### src/rtl/i2c_reg_pkg.sv
package i2c_reg_pkg;
  typedef enum logic [2:0] {
    ST_IDLE,
    ST_ADDR,
    ST_ADDR_ACK,
    ST_WR_BYTE,
    ST_WR_ACK,
    ST_RD_BYTE,
    ST_RD_ACK
  } bus_state_e;

  localparam int unsigned BYTE_W = 8;
endpackage

### src/rtl/i2c_line_sync.sv
module i2c_line_sync #(
  parameter int unsigned SYNC_STAGES = 2
) (
  input  logic clk_i,
  input  logic rst_ni,
  input  logic scl_i,
  input  logic sda_i,
  output logic scl_o,
  output logic sda_o,
  output logic scl_rise_o,
  output logic scl_fall_o,
  output logic start_o,
  output logic stop_o
);
  logic [SYNC_STAGES:0] scl_sr, sda_sr;
  logic scl_cur, scl_prev, sda_cur, sda_prev;

  always_ff @(posedge clk_i or negedge rst_ni) begin
    if (!rst_ni) begin
      scl_sr <= '1;
      sda_sr <= '1;
    end else begin
      scl_sr <= {scl_sr[SYNC_STAGES-1:0], scl_i};
      sda_sr <= {sda_sr[SYNC_STAGES-1:0], sda_i};
    end
  end

  assign scl_cur  = scl_sr[SYNC_STAGES-1];
  assign scl_prev = scl_sr[SYNC_STAGES];
  assign sda_cur  = sda_sr[SYNC_STAGES-1];
  assign sda_prev = sda_sr[SYNC_STAGES];

  assign scl_o      = scl_cur;
  assign sda_o      = sda_cur;
  assign scl_rise_o = scl_cur & ~scl_prev;
  assign scl_fall_o = ~scl_cur & scl_prev;
  // data edge while clock held high
  assign start_o    = scl_cur & scl_prev & ~sda_cur & sda_prev;
  assign stop_o     = scl_cur & scl_prev & sda_cur & ~sda_prev;
endmodule

### src/rtl/i2c_reg_bank.sv
module i2c_reg_bank #(
  parameter int unsigned NUM_REGS = 4,
  parameter int unsigned PTR_W    = 8,
  parameter int unsigned DW       = 8
) (
  input  logic                   clk_i,
  input  logic                   rst_ni,
  input  logic                   wr_en_i,
  input  logic [PTR_W-1:0]       wr_idx_i,
  input  logic [DW-1:0]          wr_data_i,
  input  logic [PTR_W-1:0]       rd_idx_i,
  output logic [DW-1:0]          rd_data_o,
  output logic [NUM_REGS*DW-1:0] regs_o
);
  logic [DW-1:0] regs_q [NUM_REGS];

  for (genvar g = 0; g < NUM_REGS; g++) begin : g_reg
    always_ff @(posedge clk_i or negedge rst_ni) begin
      if (!rst_ni)                                   regs_q[g] <= '0;
      else if (wr_en_i && wr_idx_i == PTR_W'(g))     regs_q[g] <= wr_data_i;
    end
    assign regs_o[g*DW +: DW] = regs_q[g];
  end

  // unmapped pointer reads all ones
  always_comb begin
    rd_data_o = '1;
    for (int i = 0; i < NUM_REGS; i++)
      if (rd_idx_i == PTR_W'(i)) rd_data_o = regs_q[i];
  end
endmodule

### src/rtl/i2c_slave_fsm.sv
module i2c_slave_fsm
  import i2c_reg_pkg::*;
#(
  parameter logic [6:0]  DEV_ADDR = 7'h6B,
  parameter int unsigned NUM_REGS = 4,
  parameter int unsigned PTR_W    = 8
) (
  input  logic              clk_i,
  input  logic              rst_ni,
  input  logic              sda_i,
  input  logic              scl_rise_i,
  input  logic              scl_fall_i,
  input  logic              start_i,
  input  logic              stop_i,
  input  logic [BYTE_W-1:0] rd_data_i,
  output logic              wr_en_o,
  output logic [PTR_W-1:0]  wr_idx_o,
  output logic [BYTE_W-1:0] wr_data_o,
  output logic [PTR_W-1:0]  rd_idx_o,
  output logic              sda_low_o,
  output bus_state_e        state_o
);
  bus_state_e        state_q;
  logic [3:0]        cnt_q;
  logic [BYTE_W-1:0] sh_q;
  logic [PTR_W-1:0]  ptr_q;
  logic              first_q, rw_q, mack_q, pull_q;
  logic              byte_done;

  assign byte_done = scl_fall_i && (cnt_q == 4'd8);
  assign wr_en_o   = (state_q == ST_WR_BYTE) && byte_done && !first_q &&
                     !start_i && !stop_i && (ptr_q < PTR_W'(NUM_REGS));
  assign wr_idx_o  = ptr_q;
  assign wr_data_o = sh_q;
  assign rd_idx_o  = ptr_q;
  assign sda_low_o = pull_q;
  assign state_o   = state_q;

  always_ff @(posedge clk_i or negedge rst_ni) begin
    if (!rst_ni) begin
      state_q <= ST_IDLE;
      cnt_q   <= '0;
      sh_q    <= '0;
      ptr_q   <= '0;
      first_q <= 1'b0;
      rw_q    <= 1'b0;
      mack_q  <= 1'b0;
      pull_q  <= 1'b0;
    end else if (start_i) begin
      state_q <= ST_ADDR;
      cnt_q   <= '0;
      first_q <= 1'b1;
      pull_q  <= 1'b0;
    end else if (stop_i) begin
      state_q <= ST_IDLE;
      pull_q  <= 1'b0;
    end else begin
      unique case (state_q)
        ST_ADDR: begin
          if (scl_rise_i) begin
            sh_q  <= {sh_q[BYTE_W-2:0], sda_i};
            cnt_q <= cnt_q + 4'd1;
          end else if (byte_done) begin
            if (sh_q[7:1] == DEV_ADDR) begin
              rw_q    <= sh_q[0];
              pull_q  <= 1'b1;
              state_q <= ST_ADDR_ACK;
            end else begin
              state_q <= ST_IDLE;
            end
          end
        end
        ST_ADDR_ACK: begin
          if (scl_fall_i) begin
            cnt_q <= '0;
            if (rw_q) begin
              sh_q    <= rd_data_i;
              pull_q  <= ~rd_data_i[BYTE_W-1];
              state_q <= ST_RD_BYTE;
            end else begin
              pull_q  <= 1'b0;
              state_q <= ST_WR_BYTE;
            end
          end
        end
        ST_WR_BYTE: begin
          if (scl_rise_i) begin
            sh_q  <= {sh_q[BYTE_W-2:0], sda_i};
            cnt_q <= cnt_q + 4'd1;
          end else if (byte_done) begin
            pull_q  <= 1'b1;
            state_q <= ST_WR_ACK;
            first_q <= 1'b0;
            ptr_q   <= first_q ? PTR_W'(sh_q) : ptr_q + 1'b1;
          end
        end
        ST_WR_ACK: begin
          if (scl_fall_i) begin
            pull_q  <= 1'b0;
            cnt_q   <= '0;
            state_q <= ST_WR_BYTE;
          end
        end
        ST_RD_BYTE: begin
          if (scl_rise_i) begin
            cnt_q <= cnt_q + 4'd1;
          end else if (byte_done) begin
            pull_q  <= 1'b0;
            ptr_q   <= ptr_q + 1'b1;
            state_q <= ST_RD_ACK;
          end else if (scl_fall_i && cnt_q != 4'd0) begin
            sh_q   <= {sh_q[BYTE_W-2:0], 1'b0};
            pull_q <= ~sh_q[BYTE_W-2];
          end
        end
        ST_RD_ACK: begin
          if (scl_rise_i) begin
            mack_q <= ~sda_i;
          end else if (scl_fall_i) begin
            cnt_q <= '0;
            if (mack_q) begin
              sh_q    <= rd_data_i;
              pull_q  <= ~rd_data_i[BYTE_W-1];
              state_q <= ST_RD_BYTE;
            end else begin
              pull_q  <= 1'b0;
              state_q <= ST_IDLE;
            end
          end
        end
        default: pull_q <= 1'b0;
      endcase
    end
  end
endmodule

### src/rtl/i2c_reg_slave.sv
module i2c_reg_slave
  import i2c_reg_pkg::*;
#(
  parameter logic [6:0]  DEV_ADDR    = 7'h6B,
  parameter int unsigned NUM_REGS    = 4,
  parameter int unsigned PTR_W       = 8,
  parameter int unsigned SYNC_STAGES = 2
) (
  input  logic                       clk_i,
  input  logic                       rst_ni,
  input  logic                       scl_i,
  input  logic                       sda_i,
  output logic                       sda_low_o,
  output logic [NUM_REGS*BYTE_W-1:0] regs_o
);
  logic              scl_s, sda_s, scl_rise, scl_fall, start_evt, stop_evt;
  logic              wr_en;
  logic [PTR_W-1:0]  wr_idx, rd_idx;
  logic [BYTE_W-1:0] wr_data, rd_data;
  bus_state_e        state;

  i2c_line_sync #(.SYNC_STAGES(SYNC_STAGES)) u_sync (
    .clk_i, .rst_ni, .scl_i, .sda_i,
    .scl_o(scl_s), .sda_o(sda_s), .scl_rise_o(scl_rise), .scl_fall_o(scl_fall),
    .start_o(start_evt), .stop_o(stop_evt)
  );

  i2c_slave_fsm #(.DEV_ADDR(DEV_ADDR), .NUM_REGS(NUM_REGS), .PTR_W(PTR_W)) u_fsm (
    .clk_i, .rst_ni, .sda_i(sda_s), .scl_rise_i(scl_rise), .scl_fall_i(scl_fall),
    .start_i(start_evt), .stop_i(stop_evt), .rd_data_i(rd_data),
    .wr_en_o(wr_en), .wr_idx_o(wr_idx), .wr_data_o(wr_data), .rd_idx_o(rd_idx),
    .sda_low_o, .state_o(state)
  );

  i2c_reg_bank #(.NUM_REGS(NUM_REGS), .PTR_W(PTR_W), .DW(BYTE_W)) u_bank (
    .clk_i, .rst_ni, .wr_en_i(wr_en), .wr_idx_i(wr_idx), .wr_data_i(wr_data),
    .rd_idx_i(rd_idx), .rd_data_o(rd_data), .regs_o
  );
endmodule

### config.mk
export PLATFORM = sky130hd
export DESIGN_NAME = i2c_reg_slave
export DESIGN_NICKNAME = d
export VERILOG_FILES = /design/src/rtl/i2c_reg_pkg.sv /design/src/rtl/i2c_line_sync.sv /design/src/rtl/i2c_reg_bank.sv /design/src/rtl/i2c_slave_fsm.sv /design/src/rtl/i2c_reg_slave.sv
export SDC_FILE = /design/constraint.sdc
export NUM_CORES = 1
export LEC_CHECK = 0
export BUFFER_PORTS_ARGS = -buffer_cell sky130_fd_sc_hd__buf_4
export CORE_MARGIN = 2
export CORE_UTILIZATION = 53
export DETAILED_ROUTE_END_ITERATION = 8
export PLACE_DENSITY = 0.76
export SLEW_MARGIN = 15
export SYNTH_ARGS = -nofsm -noshare
export SYNTH_HDL_FRONTEND = slang
export SYNTH_HIERARCHICAL = 1
export SYNTH_SLANG_ARGS = --single-unit
### constraint.sdc
create_clock -name clk_i -period 2.6 [get_ports clk_i]
set_input_delay 0.52 -clock clk_i [delete_from_list [all_inputs] [get_ports clk_i]]
set_output_delay 0.52 -clock clk_i [all_outputs]
set_load 0.1 [all_outputs]
==> impl_metrics.yaml <==
run_status:
  status: "complete, no violations"
logic_synthesis:
  muxShareOfSynthArea_pct: 19.0
  yosys-top-cells-area: "dfrtp_1 (42%), mux2_2 (13%), mux4_2 (5.1%)"
  post_synth_xor_area_fraction_pct: 0.494
  yosys_warnings: 6
  syn-num-nets: 322
  yosys.area.top_type_share_pct: 41.6
  synth_compound_area_share_pct: 10.7
  async_reset_ff_share_pct: 100
  yosys.area_share.simple_pct: 18.1
  synth_top_family_by_area: "multiplexers"
  synth_top_area_cell: "dfrtp_1"
  synth_seq_area_share_pct: 46.1
  netlist_area_um2: 3550
  syn_area_per_cell_um2: 11.3
  syn_inst: 315
  ys_ff_latch: 65
  netlist_top_cells_count: "dfrtp_1 (59), mux2_2 (42), nand2_1 (39)"
  synth_edf_count: 0
  ys.flop_type: "dfrtp_1"
  yosysMostFrequentCell: "dfrtp_1"
  synthDistinctLibCells: 58
  synth_fa_ha_area_share_pct: 1.06
cells_and_area:
  fill_cells: 503
  multi_input_area_um2: 1800
  area_delta_synth_final_pct: 18.0
  regArea_um2: 1630
  final_net_count: 367
  drive_gt1_share_pct: 43.0
  antennaDiodeCount: 0
setup_path:
  criticalPathCategory: "flop to flop"
  worstReg2RegEnd: "u_bank/regs_o[27]"
  worst-path-buf-inv: 1
  worstPathArrival_ns: 2.72
  required_ns: 2.82
  path_cells: "and4b_1 > or2_1 > nor2_2 > nand3_2 > nor2_2 > nor3b_4 > buf_6 > nand4_4 > mux2_4"
  cpPeakStageDelay_ns: 0.56
  worst_path_most_repeated_cell: "nor2_2"
  reg2regPathDepth: 9
  critPathMaxFanout: 8
  regToRegStartpoint: "u_sync/sda_sr[1]"
  start_kind: "flop"
  ff2ff_setup_slack_ns: 0.10
  cp-end-kind: "flop"
  crit_slowest_cell: "dfstp_2"
  path_delay_family: "simple AND/OR/NAND/NOR gates"
route:
  drc: 0
  viasPerCell: 6.09
  via_count: 2693
  drt_pass1_iterations: 4
  wire_per_inst_um: 19.2
  ant_nets: 0
  wl_mm: 8.49
  drtIter0Drc: 217
clock_tree:
  cts.sinks: 65
  clkLatencyLatePin_ns: 0.34
  cts_tree: "built"
  clk_pin_slew_ns: 0.07
  cts_hold_buffers: 0
  numCtsBuffers: 9
  cts-htree-levels: 3
  clockBufferDepth: 2
  root_buffer: "clkbuf_8"
timing:
  setup_violations: 0
  slew_viol_final: 0
  finalCritPeriodShare_pct: 96.0
  period_needed_ns: 2.50
  worst_pin_slew_ns: 0.811
  fmax_mhz: 401
  clock_skew_ns: 0.00653
  finalSetupTns_ns: 0
  relSlewSlack_pct: 45.9
  finalHoldViolCount: 0
power_and_ir_drop:
  switching_share_pct: 28.0
  power_frac_seq_pct: 46.5
  p_comb_share_pct: 13.1
  leakage_nw: 2.02
  clockPowerShare_pct: 40.4
  peakVddDrop_mv: 0.358
  switchingPower_w: 0.000670
  intPower_w: 0.00173
  cellPowerDensity_nw_per_um2: 572
  p_total_w: 0.00240
die:
  ios: 37
  fp.dieH_um: 85.8
  initial_utilization_pct: 55.3
  dieArea_um2: 7370
  num_rows: 29
  core_um2: 6420
  die_w_um: 85.8
grt:
  grt_max_degree: 66
  grt_pass1_vias: 2668
  grtUsageTotal_pct: 24.4
  antenna_found_initial: 0
  grt_pass1_wl_mm: 13.8
  overflow: 0
worst_hold_path:
  hold_class: "input port to async pin"
place:
  portBuffers: 36
  gp_congestion: 0.831
  place_hpwl_mm: 5.64
run:
  drv_cap: 0
[worst reg2reg max path: cells and delay by family, from the launching register on]
kind	cells	cell delay [ns]
buffers and inverters	1	0.16
flip-flops	1	0.56
multiplexers	1	0.38
AND/OR/NAND/NOR	7	1.27
[layout by cell type (no fill, tap or decap), types with 3 or more instances in the layout]
cell type	n
o21ai_0	17
nor2b_1	4
a21oi_2	5
inv_1	7
nor3_1	5
nand2_2	3
a21oi_1	10
nand2_1	39
or2_2	8
nand3_1	9
clkbuf_8	10
dfrtp_1	59
mux2_2	41
ha_1	3
nand2b_1	4
buf_4	52
dfstp_2	6
mux4_2	8
nor2_1	13
[repair_timing]
item,CTS,global route
setup endpoints to repair,19,32
buffers inserted,0,1
pin swaps,0,1
resized for setup,3,7
[power groups by stage]
stage	registers (W)	logic (W)	clock network [W]
2_1_floorplan	0.00116	0.000166	0
3_5_place_dp	0.00113	0.000311	0
5_1_grt	0.00112	0.000346	0.00103
3_3_place_gp	0.00113	0.000309	0
4_1_cts	0.00111	0.000315	0.000987
6_report	0.00111	0.000315	0.000968
[cells by family (layout without fill, tap and decap cells)]
family | count (synthesis) | in the layout
DFF | 65 | 65
and+or+nand+nor | 112 | 112
AOI/OAI and AO/OA | 55 | 55
buffers and inverters | 26 | 76
xor gates and xnor gates | 2 | 2
muxes | 52 | 52
adders and majority gates | 3 | 3
[through the flow]
step	hold slack [ns]	utilization [%]	setup WS, ns	cell area, µm²	std cells
global placement	0.347	60.7	-0.00821	3900	425
detailed placement	0.348	60.7	-0.0857	3900	425
global route	0.267	65.2	-0.0315	4190	442
floorplan	0.224	-	0.0536	3550	315
finish	0.260	65.2	0.105	4190	442
CTS	0.276	64.6	0.0316	4150	441
[how the worst max path moves through the flow]
stage / from / to / slack, ns / cells past startpoint
finish: u_sync/sda_sr[1] / u_bank/regs_o[27] / 0.10 / 9
global route: u_sync/sda_sr[1] / u_bank/regs_o[27] / -0.03 / 9
CTS: u_sync/sda_sr[1] / u_bank/regs_o[31] / 0.03 / 9
detailed placement: u_sync/sda_sr[1] / u_bank/regs_o[31] / -0.09 / 9
global placement: u_sync/sda_sr[1] / u_bank/regs_o[28] / -0.008 / 9
floorplan: u_sync/sda_sr[1] / u_bank/regs_o[0] / 0.05 / 10
[layout make-up]
cell class / count / share of cell area, %
clock buffers: 10 / 3.29
multi-input cells: 224 / 43.0
inverters: 7 / 0.628
flip-flops and latches: 65 / 39.0
clock inverters: 6 / 2.15
repair buffers: 53 / 9.59
well taps: 77 / 2.30
[flip-flops by register name, indices dropped and copies added, names as in the netlist, 3 cells and up]
| register | flops |
|---|---|
| u_bank/regs_o | 32 |
| u_fsm/cnt_q | 4 |
| u_fsm/rd_idx_o | 8 |
| u_fsm/state_o | 3 |
| u_fsm/wr_data_o | 8 |
| u_sync/scl_sr | 3 |
| u_sync/sda_sr | 3 |
[per-layer routing]
| metal | GRT usage [%] | part of all wire, % | wire [µm] | vias up |
|---|---|---|---|---|
| met5 | 0 | 0 | 0 | - |
| met1 | 32.5 | 41 | 3520 | 1362 |
| li1 | - | - | - | 1236 |
| met3 | 3.95 | 4.9 | 412 | 11 |
| met4 | 8.95 | 1.3 | 108 | 0 |
| met2 | 40.6 | 52 | 4450 | 84 |
Note: power is estimated with default switching activity, not from simulation.
